**src/rtl/ccp_channel.sv**
```systemverilog
module ccp_channel (
  input  logic        clk,
  input  logic        rst,
  input  logic [15:0] cnt_in,
  input  logic        cnt_ovf,
  input  logic        pin_in,
  input  logic        mode_we,
  input  logic [7:0]  mode_wd,
  input  logic        cmp_we,
  input  logic [15:0] cmp_wd,
  input  logic        reg_sel,
  input  logic [2:0]  pwm_len,
  input  logic        ovf_ie,
  input  logic        pol_we,
  input  logic        pol_wd,
  input  logic        flag_clr,
  output logic        pin_out,
  output logic        flag,
  output logic        irq,
  output logic [15:0] cap_val
);
  logic [7:0]  mode_q;
  logic [15:0] ccr_q, arr_q, cnt_q;
  logic [2:0]  sync_q;
  logic        pol_q, state_q, flag_q, cyc_q;

  wire [2:0] sel    = mode_q[3:1];
  wire is_cap       = (sel == 3'b000) && (mode_q[5:4] != 2'b00);
  wire is_tmr       = (sel == 3'b100);
  wire is_hso       = (sel == 3'b110);
  wire is_frq       = (sel == 3'b011);
  wire is_pwm       = (mode_q[2:1] == 2'b01);
  wire cmp_on       = mode_q[6];
  wire advance      = (cnt_in != cnt_q);

  wire [1:0]  shamt = pwm_len[2] ? 2'd3 : pwm_len[1:0];
  wire [15:0] nmask = (16'h0100 << shamt) - 16'd1;
  wire [15:0] pmask = mode_q[7] ? 16'hFFFF : nmask;
  wire nwrap        = ((cnt_in & nmask) == 16'd0) && ((cnt_q & nmask) != 16'd0);
  wire pwrap        = mode_q[7] ? cnt_ovf : nwrap;
  wire [15:0] cuse  = pwrap ? arr_q : ccr_q;
  wire [15:0] low   = cnt_in & pmask;
  wire [15:0] cmpm  = cuse & pmask;
  wire pwm_lvl      = cmp_on && (low >= cmpm);

  wire hit16 = cmp_on && advance && (cnt_in == ccr_q);
  wire hit8  = cmp_on && advance && (cnt_in[7:0] == ccr_q[7:0]);
  wire hitp  = cmp_on && mode_q[3] && advance && (low == cmpm);

  wire rise    = sync_q[1] & ~sync_q[2];
  wire fall    = ~sync_q[1] & sync_q[2];
  wire cap_hit = is_cap && ((mode_q[5] && rise) || (mode_q[4] && fall));

  wire set_flag = cap_hit || ((is_tmr || is_hso) && hit16) ||
                  (is_frq && hit8) || (is_pwm && hitp);
  wire wr_arr   = cmp_we && reg_sel && is_pwm;
  wire wr_ccr   = cmp_we && !(reg_sel && is_pwm);

  always_ff @(posedge clk) begin
    if (rst) begin
      mode_q  <= '0;
      ccr_q   <= '0;
      arr_q   <= '0;
      cnt_q   <= '0;
      sync_q  <= '0;
      pol_q   <= 1'b0;
      state_q <= 1'b0;
      flag_q  <= 1'b0;
      cyc_q   <= 1'b0;
    end else begin
      cnt_q  <= cnt_in;
      sync_q <= {sync_q[1:0], pin_in};
      flag_q <= set_flag | (flag_q & ~flag_clr);
      cyc_q  <= nwrap | (cyc_q & ~flag_clr);
      if (mode_we) mode_q <= mode_wd;
      if (pol_we)  pol_q  <= pol_wd;
      if (wr_arr)  arr_q  <= cmp_wd;
      if (wr_ccr)                 ccr_q      <= cmp_wd;
      else if (cap_hit)           ccr_q      <= cnt_in;
      else if (is_frq && hit8)    ccr_q[7:0] <= ccr_q[7:0] + ccr_q[15:8];
      else if (is_pwm && pwrap)   ccr_q      <= arr_q;
      if (is_pwm)                                     state_q <= pwm_lvl;
      else if ((is_hso && hit16) || (is_frq && hit8)) state_q <= ~state_q;
    end
  end

  assign pin_out = state_q ^ pol_q;
  assign flag    = flag_q;
  assign irq     = (flag_q & mode_q[0]) | (cyc_q & ovf_ie);
  assign cap_val = ccr_q;

  assert_cap_latch_R2: assert property (@(posedge clk) disable iff (rst)
    (cap_hit && !cmp_we) |=> (cap_val == $past(cnt_in)) && flag);
  assert_timer_pin_R3: assert property (@(posedge clk) disable iff (rst)
    (is_tmr || is_cap) |=> $stable(state_q));
  assert_out_frozen_R6: assert property (@(posedge clk) disable iff (rst)
    ((is_hso || is_frq) && !cmp_on) |=> $stable(state_q));
  assert_pwm_zero_R6: assert property (@(posedge clk) disable iff (rst)
    (is_pwm && !cmp_on) |=> !state_q);
  assert_reload_R8: assert property (@(posedge clk) disable iff (rst)
    (is_pwm && pwrap && !cmp_we) |=> (cap_val == $past(arr_q)));
  assert_flag_hold_R11: assert property (@(posedge clk) disable iff (rst)
    (flag && !flag_clr) |=> flag);
endmodule

```
**config.mk**
```make
export PLATFORM = sky130hd
export DESIGN_NAME = ccp_channel
export DESIGN_NICKNAME = d
export VERILOG_FILES = /design/src/rtl/ccp_channel.sv
export SDC_FILE = /design/constraint.sdc
export NUM_CORES = 1
export LEC_CHECK = 0
export BUFFER_PORTS_ARGS = -buffer_cell sky130_fd_sc_hd__buf_2
export CAP_MARGIN = 10
export CELL_PAD_IN_SITES_DETAIL_PLACEMENT = 0
export CELL_PAD_IN_SITES_GLOBAL_PLACEMENT = 1
export CORE_MARGIN = 2
export CORE_UTILIZATION = 35
export DETAILED_ROUTE_END_ITERATION = 10
export PLACE_DENSITY = 0.67
export SLEW_MARGIN = 20
export SYNTH_ARGS = -nofsm -noshare
export SYNTH_HDL_FRONTEND = slang
export SYNTH_SLANG_ARGS = --single-unit
export TNS_END_PERCENT = 5
```
**constraint.sdc**
```tcl
create_clock -name clk -period 6.43 [get_ports clk]
set_input_delay 0.3215 -clock clk [delete_from_list [all_inputs] [get_ports clk]]
set_output_delay 0.3215 -clock clk [all_outputs]
set_load 0.02 [all_outputs]
```
Word level (Yosys, flattened, before mapping)
Cells that the tools add are included.

Register bits after elaboration: 63. Output and inout port bits: 19. Word-level logic and storage cells: 88. Input port bits: 54.

Order comparisons: 1. Equality and inequality tests: 9. Bitwise gates (word level): 18. Shift-type cells: 1. Reductions and logical operators: 36. Multiplexer cells: 11. Add/subtract/negate cells: 2.

Operators with widths (number): $mux W16 (5); $and A16 B16 Y16 (4); $eq A16 B16 Y1 (2); $logic_and A1 B1 Y1 (21); $ge A16 B16 Y1 (1); $logic_not A16 Y1 (1); $mux W8 (2); $ne A16 B16 Y1 (1); $reduce_bool A16 Y1 (1); $shl A9 B2 Y16 const A (1); $sub A16 B1 Y16 const B (1); $add A8 B8 Y8 (1); $eq A8 B8 Y1 (1); $and A1 B1 Y1 (6); $eq A3 B3 Y1 const B (2); $logic_or A1 B1 Y1 (6); $not A1 Y1 (4); $reduce_bool A2 Y1 (2); $reduce_bool A4 Y1 (1); $eq A3 B2 Y1 const B (1); $logic_not A3 Y1 (1); $mux W1 (3); $ne A3 B3 Y1 const B (1); $or A1 B1 Y1 (3); 6 further kinds (6).

Longest topological paths before layout
Gate-level depths: netlist of the first run.

Depth after elaboration: 14. Mapped depth: 18.

Worst setup path after synthesis of the first run
Ideal clock, no wire load.

Path type: input-to-reg. Start: in pwm_len[1]. End: reg state_q. Library setup time: 0.131 ns. Stages on the path: 17. Path slack: 2.999 ns. Data arrival time: 3.301 ns. Path through: a21o_1 > ha_1 > inv_1 > a221oi_2 > nand4_2 > o31ai_4 > buf_2 > nor2_1 > a21oi_1 > ha_1 > nor2b_1 > o21a_1 > o21ai_0 > a21oi_1 > o21a_1 > o2111ai_1 > o31ai_1.

Word-level cells in the longest chain between the ends: 12.

Ends and longest elaborated chain: start: declaration (line 12) `input logic [2:0] pwm_len,`; $mux W2 * (line 36) `wire [1:0] shamt = pwm_len[2] ? 2'd3 : pwm_len[1:0];`; $shl A9 B2 Y16 * (line 37) `wire [15:0] nmask = (16'h0100 << shamt) - 16'd1;`; $sub A16 B1 Y16 * (line 37); $and A16 B16 Y16 (line 39) `wire nwrap = ((cnt_in & nmask) == 16'd0) && ((cnt_q & nmask) != 16'd0);`; $logic_not A16 Y1 / $reduce_bool A16 Y1 (equally long branches) (line 39); $logic_and A1 B1 Y1 (line 39); $mux W1 (line 40) `wire pwrap = mode_q[7] ? cnt_ovf : nwrap;`; $mux W16 (line 41) `wire [15:0] cuse = pwrap ? arr_q : ccr_q;`; $and A16 B16 Y16 (line 43) `wire [15:0] cmpm = cuse & pmask;`; $ge A16 B16 Y1 * (line 44) `wire pwm_lvl = cmp_on && (low >= cmpm);`; $logic_and A1 B1 Y1 * (line 44); $mux W1 * (line 82) `if (is_pwm) state_q <= pwm_lvl;`; end signal: assignment (line 82); end signal: assignment (line 83) `else if ((is_hso && hit16) || (is_frq && hit8)) state_q <= ~state_q;`; end: declaration (line 25) `logic pol_q, state_q, flag_q, cyc_q;`.

Mark *: on every way between the ends. The rest lies on a longest branch, timed or not. A chain may end at the register's enable or synchronous reset.

Final worst setup path of the first run
Start: in pwm_len[0]. End: reg flag_q (netlist: flag).

Word-level cells in the longest chain between the ends: 14.

Ends and longest elaborated chain: $mux W2 * (line 36); $shl A9 B2 Y16 * (line 37); $sub A16 B1 Y16 * (line 37); $and A16 B16 Y16 (line 39); $logic_not A16 Y1 / $reduce_bool A16 Y1 (equally long branches) (line 39); $logic_and A1 B1 Y1 (line 39); $mux W1 (line 40); $mux W16 (line 41); $and A16 B16 Y16 (line 43); $eq A16 B16 Y1 * (line 48) `wire hitp = cmp_on && mode_q[3] && advance && (low == cmpm);`; $logic_and A1 B1 Y1 * (line 48); $logic_and A1 B1 Y1 * (line 55) `(is_frq && hit8) || (is_pwm && hitp);`; $logic_or A1 B1 Y1 * (line 55); $or A1 B1 Y1 * (line 73) `flag_q <= set_flag | (flag_q & ~flag_clr);`; end signal: assignment (line 73); end: declaration (line 25).

Marked as above.

==> flow_summary.yaml, run 1 <==
clock_network:
  htree_levels: 3
  clk_latency_ps: 330
  numCtsBuffers: 9
  path_clk_slew_ps: 60
  tritoncts: "done"
  cts_max_path_buffers: 2
  cts_sinks: 63
  hold_buffers: 0
  post_cts_resize_count: 0
  cts_root_buffer: "clkbuf_16"
  postCtsSetupRepairBufs: 0
worst_setup_path:
  cp-start-kind: "input port"
  setup.worst_path.class: "input port to register"
  r2r_slack_ps: 2950
  slowest_stage: "o31ai_4"
  rr_startpoint: "cnt_q[8]$_SDFF_PP0_"
  critical_path.max_stage_delay_ps: 910
  worst_ep_required_time_ps: 6630
  arrival_ps: 4040
  reg2regPathDepth: 13
  path_cells: "buf_2 > a21o_1 > inv_1 > ha_1 > inv_1 > a221oi_2 > nand4_2 > o31ai_4 > mux2_2 > o21ai_0 > ha_1 > nand4_1 > nor4_1 > and2_1 > o21a_1 > a2111oi_0 > nor2_1"
  r2r-end: "flag$_SDFF_PP0_"
  cp_max_fo: 19
  critPathCaptureType: "register"
final_layout:
  final_common_cell: "nand2_1"
  drive_gt1_share_pct: 18.6
  areaGrowthSynthToFinish_pct: 19.2
  final_cell_mix: "76 x nand2_1, 72 x buf_2, 63 x dfxtp_1"
  nFillCells: 1122
  nNetsFinal: 621
  instances_no_fill: 687
  antenna_cells: 0
yosys:
  synth-adder-area-share_pct: 8.57
  synth-simple-area-share_pct: 22.1
  avgSynthCellArea_um2: 8.27
  synth_top_family_by_area: "simple AND/OR/NAND/NOR gates"
  synth_top_area_share_pct: 31.8
  synthMuxAreaShare_pct: 6.74
  ys_ff_latch: 63
  synth_cell_types: 57
  synth_top_area_cell: "dfxtp_1"
  synth_compound_area_share_pct: 18.6
  syn_area_um2: 3970
  synth-edff-count: 0
  synthXorXnorAreaFrac_pct: 8.82
  synth_warnings: 0
  async_flop_share_pct: 0
  yosysSeqAreaShare_pct: 31.8
  synth_top_flop_cell: "dfxtp_1"
  syn_inst: 480
  syn-num-nets: 559
  ys_top_cells_by_area: "dfxtp_1 32%, ha_1 7.6%, nand2_1 7.2%, xor2_1 5.3%, mux2i_1 5.0%"
global_routing:
  grt_pass1_vias: 3612
  grt_pass1_wl_um: 20000
  grt_overflow: 0
  grt_max_degree: 59
  grt_use_total_pct: 20.7
  antenna_found_initial: 0
power:
  ir_drop_v: 0.000143
  power_density_nw_per_um2: 237
  p_leak_nw: 1.91
die:
  coreArea_um2: 10900
  die_area_um2: 12200
  initial_core_util_pct: 36.3
  die_w_um: 111
  die_height_um: 111
  num_rows: 38
  io_pins: 73
flow_run:
  maxCapViolations: 0
hold_path:
  hold_class: "input port to register"
  worstHoldPathCells: 2
  min_to: "sync_q[0]$_SDFF_PP0_"
  worstHoldStart: "pin_in"
placed_design:
  placed_cells: 671
  dp.final_hpwl_um: 9350
  gp_congestion: 0.942
  portBuffers: 72
timing:
  timing.fmax_mhz: 260
  worst_slew_pin_slew_ps: 1050
  fin_setup_tns_ps: 0
  skew_ps: 10.4
  finalHoldViolations: 0
  setup-violations-final: 0
  rsz0062_at_grt: "no"
  slew_headroom_pct: 30.1
  report.final.slew_viol_count: 0
  finalCritPeriodShare_pct: 59.8
  period_minus_slack_ps: 3840
drt:
  post_drt_wl_per_cell_um: 18.4
  drt_iter0_markers: 244
  firstDrtPassIters: 4
  viasPerCell: 5.39
  routed_wl_um: 12600
  antenna_left: 0
  dr_total_vias: 3704
  drc: 0
run_status:
  status: "complete, no violations"
## worst max-delay path, delay by kind of cell
kind | cells | cell delay [ps]
buffers and inverters | 3 | 250
muxes | 1 | 410
and+or+nand+nor | 5 | 600
AOI/OAI and AO/OA | 6 | 1920
adders and majority gates | 2 | 540
## cell type report
cell class / instances / area (um2) / area share (%)
Multi-Input combinational cell: 384 / 2580 / 54.5
Sequential cell: 63 / 1260 / 26.6
Timing Repair Buffer: 74 / 375 / 7.93
Clock buffer: 9 / 225 / 4.76
Tap cell: 140 / 175 / 3.70
Clock inverter: 7 / 80.1 / 1.69
Inverter: 10 / 37.5 / 0.793
## per-stage QoR
step	hold slack (ps)	setup slack, ps	total power [mW]	cell area [um2]	utilization, %
2_1_floorplan	414	3000	0.556	3970	-
3_3_place_gp	421	2380	0.624	4430	40.5
3_5_place_dp	436	2220	0.627	4430	40.5
4_1_cts	213	2570	1.13	4730	43.3
5_1_grt	227	2250	1.18	4730	43.3
6_report	215	2590	1.12	4730	43.3
## state kept, by name, summed over array words and instances, names as in the netlist, 3 cells and up
name     count
arr_q       16
cap_val     16
cnt_q       16
mode_q       8
sync_q       3
## cells by family (layout without fill, tap and decap cells)
family,count (synthesis),count (layout)
and+or+nand+nor,182,182
xor gates and xnor gates,40,40
adders and majority gates,27,27
DFF,63,63
AOI/OAI and AO/OA,109,109
muxes,26,26
buffers and inverters,33,100
## how the worst max path moves through the flow
stage / from / end / slack (ps) / depth (start not counted)
floorplan: pwm_len[1] / state_q$_SDFFE_PP0P_ / 3000 / 17
global placement: pwm_len[0] / flag$_SDFF_PP0_ / 2380 / 17
detailed placement: pwm_len[1] / flag$_SDFF_PP0_ / 2220 / 17
CTS: pwm_len[1] / flag$_SDFF_PP0_ / 2570 / 17
global route: pwm_len[1] / flag$_SDFF_PP0_ / 2250 / 17
finish: pwm_len[0] / flag$_SDFF_PP0_ / 2590 / 17
## synth_stat cells, drive strengths merged, types with 3 or more instances
| library cell | instances |
|---|---|
| nand3 | 5 |
| and2 | 8 |
| a21o | 6 |
| buf | 5 |
| inv | 10 |
| o21ai | 21 |
| clkbuf | 18 |
| o211ai | 3 |
| nor4 | 7 |
| and3 | 4 |
| nor2b | 22 |
| nor3 | 6 |
| dfxtp | 63 |
| xor2 | 24 |
| o21a | 5 |
| nor2 | 32 |
| mux2i | 20 |
| ha | 24 |
| a311o | 8 |
| a21oi | 37 |
| mux2 | 6 |
| xnor2 | 16 |
| nand2b | 3 |
| nand2 | 76 |
| a31oi | 7 |
| nand4 | 9 |
## per-layer routing
metal  track usage, %  part of all wire (%)  vias up  wire (um)
met5                0                     0        -          0
met4             6.42                   1.4        0        173
met3             3.24                   4.2       13        532
met2             32.4                    45       94       5650
met1             29.4                    50     1759       6250
li1                 -                     -     1838          -
## power breakdown
part | switching (mW) | total [mW] | internal (mW) | leakage [nW]
sequential | 0.0252 | 0.434 | 0.409 | 0.517
clock | 0.199 | 0.503 | 0.304 | 0.143
combinational | 0.107 | 0.185 | 0.0783 | 1.25
total | 0.330 | 1.12 | 0.791 | 1.91
No activity file was read; power rests on OpenSTA's default activity.
==> run 2, diff against run 1 <==
Clock period 6.43 ns to 3.9 ns, I/O delays scaled along.
==> run 2 against run 1 <==
Critical path depth down 2. Register-to-register slack worse by 2500 ps. Routed wire length up 0.10%. Count of clock-buffer cells in the layout unchanged. Critical endpoint unchanged. Largest power group unchanged.
==> flow_summary.yaml, run 2 (synthesized netlist as in run 1, its figures left out) <==
clock_network:
  tritoncts: "done"
  clk_latency_ps: 330
  cts_sinks: 63
  path_clk_slew_ps: 60
  numCtsBuffers: 9
  post_cts_resize_count: 0
  cts_max_path_buffers: 2
  cts_root_buffer: "clkbuf_16"
  hold_buffers: 0
  postCtsSetupRepairBufs: 0
  htree_levels: 3
timing:
  worst_slew_pin_slew_ps: 777
  fin_setup_tns_ps: 0
  finalHoldViolations: 0
  layout_setup_ws_ps: 466
  slew_headroom_pct: 48.0
  report.final.slew_viol_count: 0
  timing.fmax_mhz: 291
  skew_ps: 6.71
  setup-violations-final: 0
  finalCritPeriodShare_pct: 88.1
  rsz0062_at_grt: "no"
  period_minus_slack_ps: 3430
die:
  num_rows: 38
  io_pins: 73
  die_w_um: 111
  coreArea_um2: 10900
  die_area_um2: 12200
  die_height_um: 111
  initial_core_util_pct: 36.3
worst_setup_path:
  critPathCaptureType: "register"
  cp-start-kind: "register"
  setup.worst_path.class: "register to register"
  reg2regPathDepth: 15
  critical_path.max_stage_delay_ps: 550
  path_cells: "or4_1 > a221oi_1 > and4_1 > o31ai_4 > buf_4 > buf_4 > o21ai_0 > nand2_1 > ha_1 > nand4_1 > nor4_1 > and2_1 > o21a_1 > a2111oi_0 > nor2_1"
  crit_top_cell: "buf_4"
  arrival_ps: 3640
  cp_max_fo: 12
  worst_ep_required_time_ps: 4110
  slowest_stage: "or4_1"
global_routing:
  top_usage_layer: "met2"
  grt_pass1_vias: 3700
  antenna_found_initial: 0
  use_met1_pct: 28.4
  grt_max_degree: 39
  grt_util_met2_pct: 33.0
  grt_overflow: 0
  grt_use_total_pct: 20.6
  grt_pass1_wl_um: 20000
  grt.met3_usage_pct: 3.62
drt:
  routed_wl_um: 12600
  dr_total_vias: 3760
  antenna_left: 0
  viasPerCell: 5.43
  drt_iter0_markers: 267
  drc: 0
  firstDrtPassIters: 5
  post_drt_wl_per_cell_um: 18.2
final_layout:
  drive_gt1_share_pct: 19.5
  final_common_cell: "nand2_1"
  post-route-util_pct: 43.7
  areaGrowthSynthToFinish_pct: 20.3
  final_cell_mix: "76 x nand2_1, 72 x buf_2, 63 x dfxtp_1"
  antenna_cells: 0
  instances_no_fill: 693
  nNetsFinal: 627
placed_design:
  dp.final_hpwl_um: 9510
  placed_cells: 677
  portBuffers: 72
  pre_cts_slack_ps: 301
  gp_congestion: 0.930
hold_path:
  worstHoldPathCells: 2
  hold_class: "input port to register"
power:
  p_leak_nw: 1.95
  ir_drop_v: 0.000177
  p_total_mw: 1.85
  power_density_nw_per_um2: 387
flow_run:
  maxCapViolations: 0
run_status:
  status: "complete, no violations"
## run 2: cell count changes in the layout (fill, tap and decap cells not counted)
| cell | delta |
|---|---|
| clkinv_2 | +1 |
| clkinvlp_4 | -1 |
| clkinv_4 | -1 |
| inv_6 | +1 |
| buf_4 | +6 |
## run 2: critical path: cells and delay by family, from the launching register on
kind,cells,cell delay [ps]
AND/OR/NAND/NOR,7,1390
AO/OA/AOI/OAI,5,930
adder cells (fa/ha/maj),1,290
flip-flops,1,310
buffers and inverters,2,400
## run 2: final cells by class
type	instances	area [um2]
tap	140	175
clock buffer	9	225
multi-input combinational	384	2580
inverter	10	37.5
fill	1149	6160
clock inverter	7	77.6
timing repair buffer	80	420
sequential	63	1260
## run 2: routing by layer
metal	vias up	part of all wire, %
met5	-	0
met3	13	4.2
met1	1790	49
met2	106	45
met4	0	1.4
li1	1851	-
## run 2: final timing paths
path | startpoint | slack, ps | end
max | cnt_q[0]$_SDFF_PP0_ | 470 | flag$_SDFF_PP0_
min | pin_in | 90 | sync_q[0]$_SDFF_PP0_
max reg2reg | cnt_q[0]$_SDFF_PP0_ | 470 | flag$_SDFF_PP0_
min reg2reg | sync_q[0]$_SDFF_PP0_ | 450 | sync_q[1]$_SDFF_PP0_
## run 2: report_power, final
group	total (mW)	leakage, nW	internal, mW	switching (mW)
Clock	0.825	0.147	0.501	0.324
Combinational	0.310	1.28	0.133	0.177
Sequential	0.716	0.517	0.674	0.0416
## run 2: stage by stage
stage | hold slack [ps] | instance area [um2]
after detailed placement | 433 | 4470
after global routing | 98.1 | 4780
after global placement | 403 | 4470
after CTS | 88.8 | 4780
after floorplan | 323 | 3970
final | 92.7 | 4780
==> run 3, diff against run 2 <==
Settings changed: ABC_AREA set to 1, PLACE_DENSITY 0.67 to 0.7.
==> run 3 against run 2 <==
Setup slack better by 350 ps. Sequential share of layout area down 1.8 points. Routed wire length up 8.8%. Utilization down 1.2 points. Critical path depth unchanged. Hold slack worse by 49 ps. Critical endpoint unchanged. Flip-flop and latch count unchanged. Die area up 9.2%. Area after synthesis up 9.6%. Largest power group unchanged. Combinational power up 38%.
==> flow_summary.yaml, run 3 <==
power:
  p_comb_share_pct: 21.7
  internal-power_mw: 1.34
  p_seq_share_pct: 37.4
  p_total_mw: 1.96
  clock_power_share_pct: 40.8
  p_leak_nw: 2.55
  net-switching-power_uw: 628
  swShare_pct: 32.0
  ir_drop_v: 0.000215
  power_density_nw_per_um2: 384
drt:
  routed_wl_um: 13700
  firstDrtPassIters: 5
  post_drt_wl_per_cell_um: 15.1
  dr_total_vias: 4436
  viasPerCell: 4.87
  drt_iter0_markers: 234
  drc: 0
  antenna_left: 0
global_routing:
  grt_overflow: 0
  antenna_found_initial: 0
  grt_pass1_vias: 4051
  grt_max_degree: 40
  grt_use_total_pct: 21.2
  grt_pass1_wl_um: 21400
yosys:
  synth_top_area_share_pct: 29.0
  synth_top_family_by_area: "simple AND/OR/NAND/NOR gates"
  synth_warnings: 0
  synth-simple-area-share_pct: 28.9
  syn-num-nets: 753
  synth-adder-area-share_pct: 7.36
  synth_cell_types: 41
  ys_ff_latch: 63
  syn_inst: 674
  syn_area_um2: 4350
  synthMuxAreaShare_pct: 1.84
  async_flop_share_pct: 0
  synthXorXnorAreaFrac_pct: 3.62
  synth_commonest_cells: "160 x nand2_1, 89 x inv_1, 76 x nor2_1"
  yosysMostFrequentCell: "nand2_1"
  yosysSeqAreaShare_pct: 29.0
  ys_top_cells_by_area: "dfxtp_1 29%, nand2_1 14%, inv_1 7.7%, o21ai_0 7.1%, ha_1 6.9%"
  synth_top_area_cell: "dfxtp_1"
  synth_compound_area_share_pct: 18.0
  synth-edff-count: 0
  avgSynthCellArea_um2: 6.45
  synth_top_flop_cell: "dfxtp_1"
timing:
  rsz0062_at_grt: "no"
  holdWs_ps: 43.9
  report.final.slew_viol_count: 0
  worst_slew_pin_slew_ps: 996
  setup-violations-final: 0
  layout_setup_ws_ps: 813
  fin_setup_tns_ps: 0
  timing.fmax_mhz: 324
  finalHoldViolations: 0
  slew_headroom_pct: 33.2
  skew_ps: 8.73
  finalCritPeriodShare_pct: 79.2
  period_minus_slack_ps: 3090
hold_path:
  hold_class: "input port to register"
worst_setup_path:
  cp-startpoint: "mode_q[7]$_SDFFE_PP0P_"
  critical_path.max_stage_delay_ps: 590
  critPathCaptureType: "register"
  r2r_slack_ps: 810
  worst_ep_required_time_ps: 4180
  setup.worst_path.class: "register to register"
  arrival_ps: 3370
  slowest_stage: "dfxtp_1"
  path_cells: "inv_2 > or2_2 > a21boi_4 > buf_4 > a21oi_1 > o21ai_0 > ha_1 > nand4_1 > nor3b_1 > nand3_1 > o21ai_0 > nor2_1 > o21ai_0 > nand2_1 > inv_1"
  rr_startpoint: "mode_q[7]$_SDFFE_PP0P_"
  reg2regPathDepth: 15
  cp-start-kind: "register"
  crit_end: "flag$_SDFF_PP0_"
  crit_top_cell: "o21ai_0"
  cp_max_fo: 14
  r2r-end: "flag$_SDFF_PP0_"
die:
  die_w_um: 115
  die_area_um2: 13300
  io_pins: 73
  die_height_um: 115
  initial_core_util_pct: 36.1
  num_rows: 40
  coreArea_um2: 12100
clock_network:
  tritoncts: "done"
  post_cts_resize_count: 0
  htree_levels: 3
  cts_sinks: 63
  hold_buffers: 0
  cts_root_buffer: "clkbuf_16"
  postCtsSetupRepairBufs: 0
  clk_latency_ps: 340
  path_clk_slew_ps: 60
  cts_max_path_buffers: 2
  numCtsBuffers: 9
final_layout:
  areaGrowthSynthToFinish_pct: 17.7
  instances_no_fill: 911
  antenna_cells: 0
  final_common_cell: "nand2_1"
  final_cell_mix: "160 x nand2_1, 88 x inv_1, 76 x nor2_1"
  nFillCells: 1304
  post-route-util_pct: 42.5
  finalInstanceArea_um2: 5120
  drive_gt1_share_pct: 16.6
  nNetsFinal: 817
placed_design:
  placed_area_um2: 4830
  placed_cells: 895
  gp_congestion: 0.922
  pre_cts_slack_ps: 595
  portBuffers: 72
  dp.final_hpwl_um: 10800
flow_run:
  maxCapViolations: 0
run_status:
  status: "complete, no violations"
run 3: cell types whose count changed after synthesis, sizes merged, moves of 10 or more:
cell / previous run / this run
nand2: 76 / 166
xor2: 24 / 12
o21ai: 21 / 73
inv: 10 / 103
mux2i: 20 / 8
nor2b: 22 / 0
a21oi: 37 / 52
xnor2: 16 / 6
nand3: 5 / 21
nor2: 32 / 81
run 3: how the worst min path moves through the flow:
stage | endpoint | cells after the start | from | slack [ps]
floorplan | pol_q$_SDFFE_PP0P_ | 1 | pol_we | 290
global placement | pol_q$_SDFFE_PP0P_ | 2 | pol_we | 390
detailed placement | sync_q[1]$_SDFF_PP0_ | 2 | sync_q[0]$_SDFF_PP0_ | 390
CTS | pol_q$_SDFFE_PP0P_ | 2 | pol_we | 40
global route | pol_q$_SDFFE_PP0P_ | 2 | pol_we | 40
finish | pol_q$_SDFFE_PP0P_ | 2 | pol_we | 40
run 3: layout make-up:
class	instances	area (um2)	share of cell area [%]
Multi-Input combinational cell	487	2600	50.7
Inverter	103	387	7.55
Timing Repair Buffer	74	375	7.33
Clock buffer	10	229	4.47
Clock inverter	6	61.3	1.20
Sequential cell	63	1260	24.6
Tap cell	168	210	4.10
run 3: critical path: cells and delay by family, from the launching register on:
family,cells,cell delay (ps)
buffers and inverters,3,470
adders and majority gates,1,300
and+or+nand+nor,6,1010
DFF,1,590
AOI/OAI and AO/OA,5,640
run 3: power by group through the flow:
stage          combinational (mW)  sequential, mW  clock (mW)
2_1_floorplan               0.280           0.744           0
3_3_place_gp                0.417           0.748           0
3_5_place_dp                0.423           0.749           0
4_1_cts                     0.426           0.735       0.818
5_1_grt                     0.486           0.740       0.849
6_report                    0.427           0.736       0.802
run 3: metal layers:
metal  vias to the layer above  part of all wire, %  GRT usage [%]
met5                         -                    0              0
met4                         0                  2.3           7.95
met3                        20                  5.9           3.97
met2                       119                   42           30.6
met1                      1992                   50           31.1
li1                       2305                    -              -
run 3: cell families (layout without fill, tap and decap cells):
family / count (synthesis) / in the layout
simple gates: 294 / 294
compound gates: 142 / 142
buf+inv: 124 / 193
flops: 63 / 63
fa+ha+maj: 25 / 25
xor+xnor: 18 / 18
mux: 8 / 8
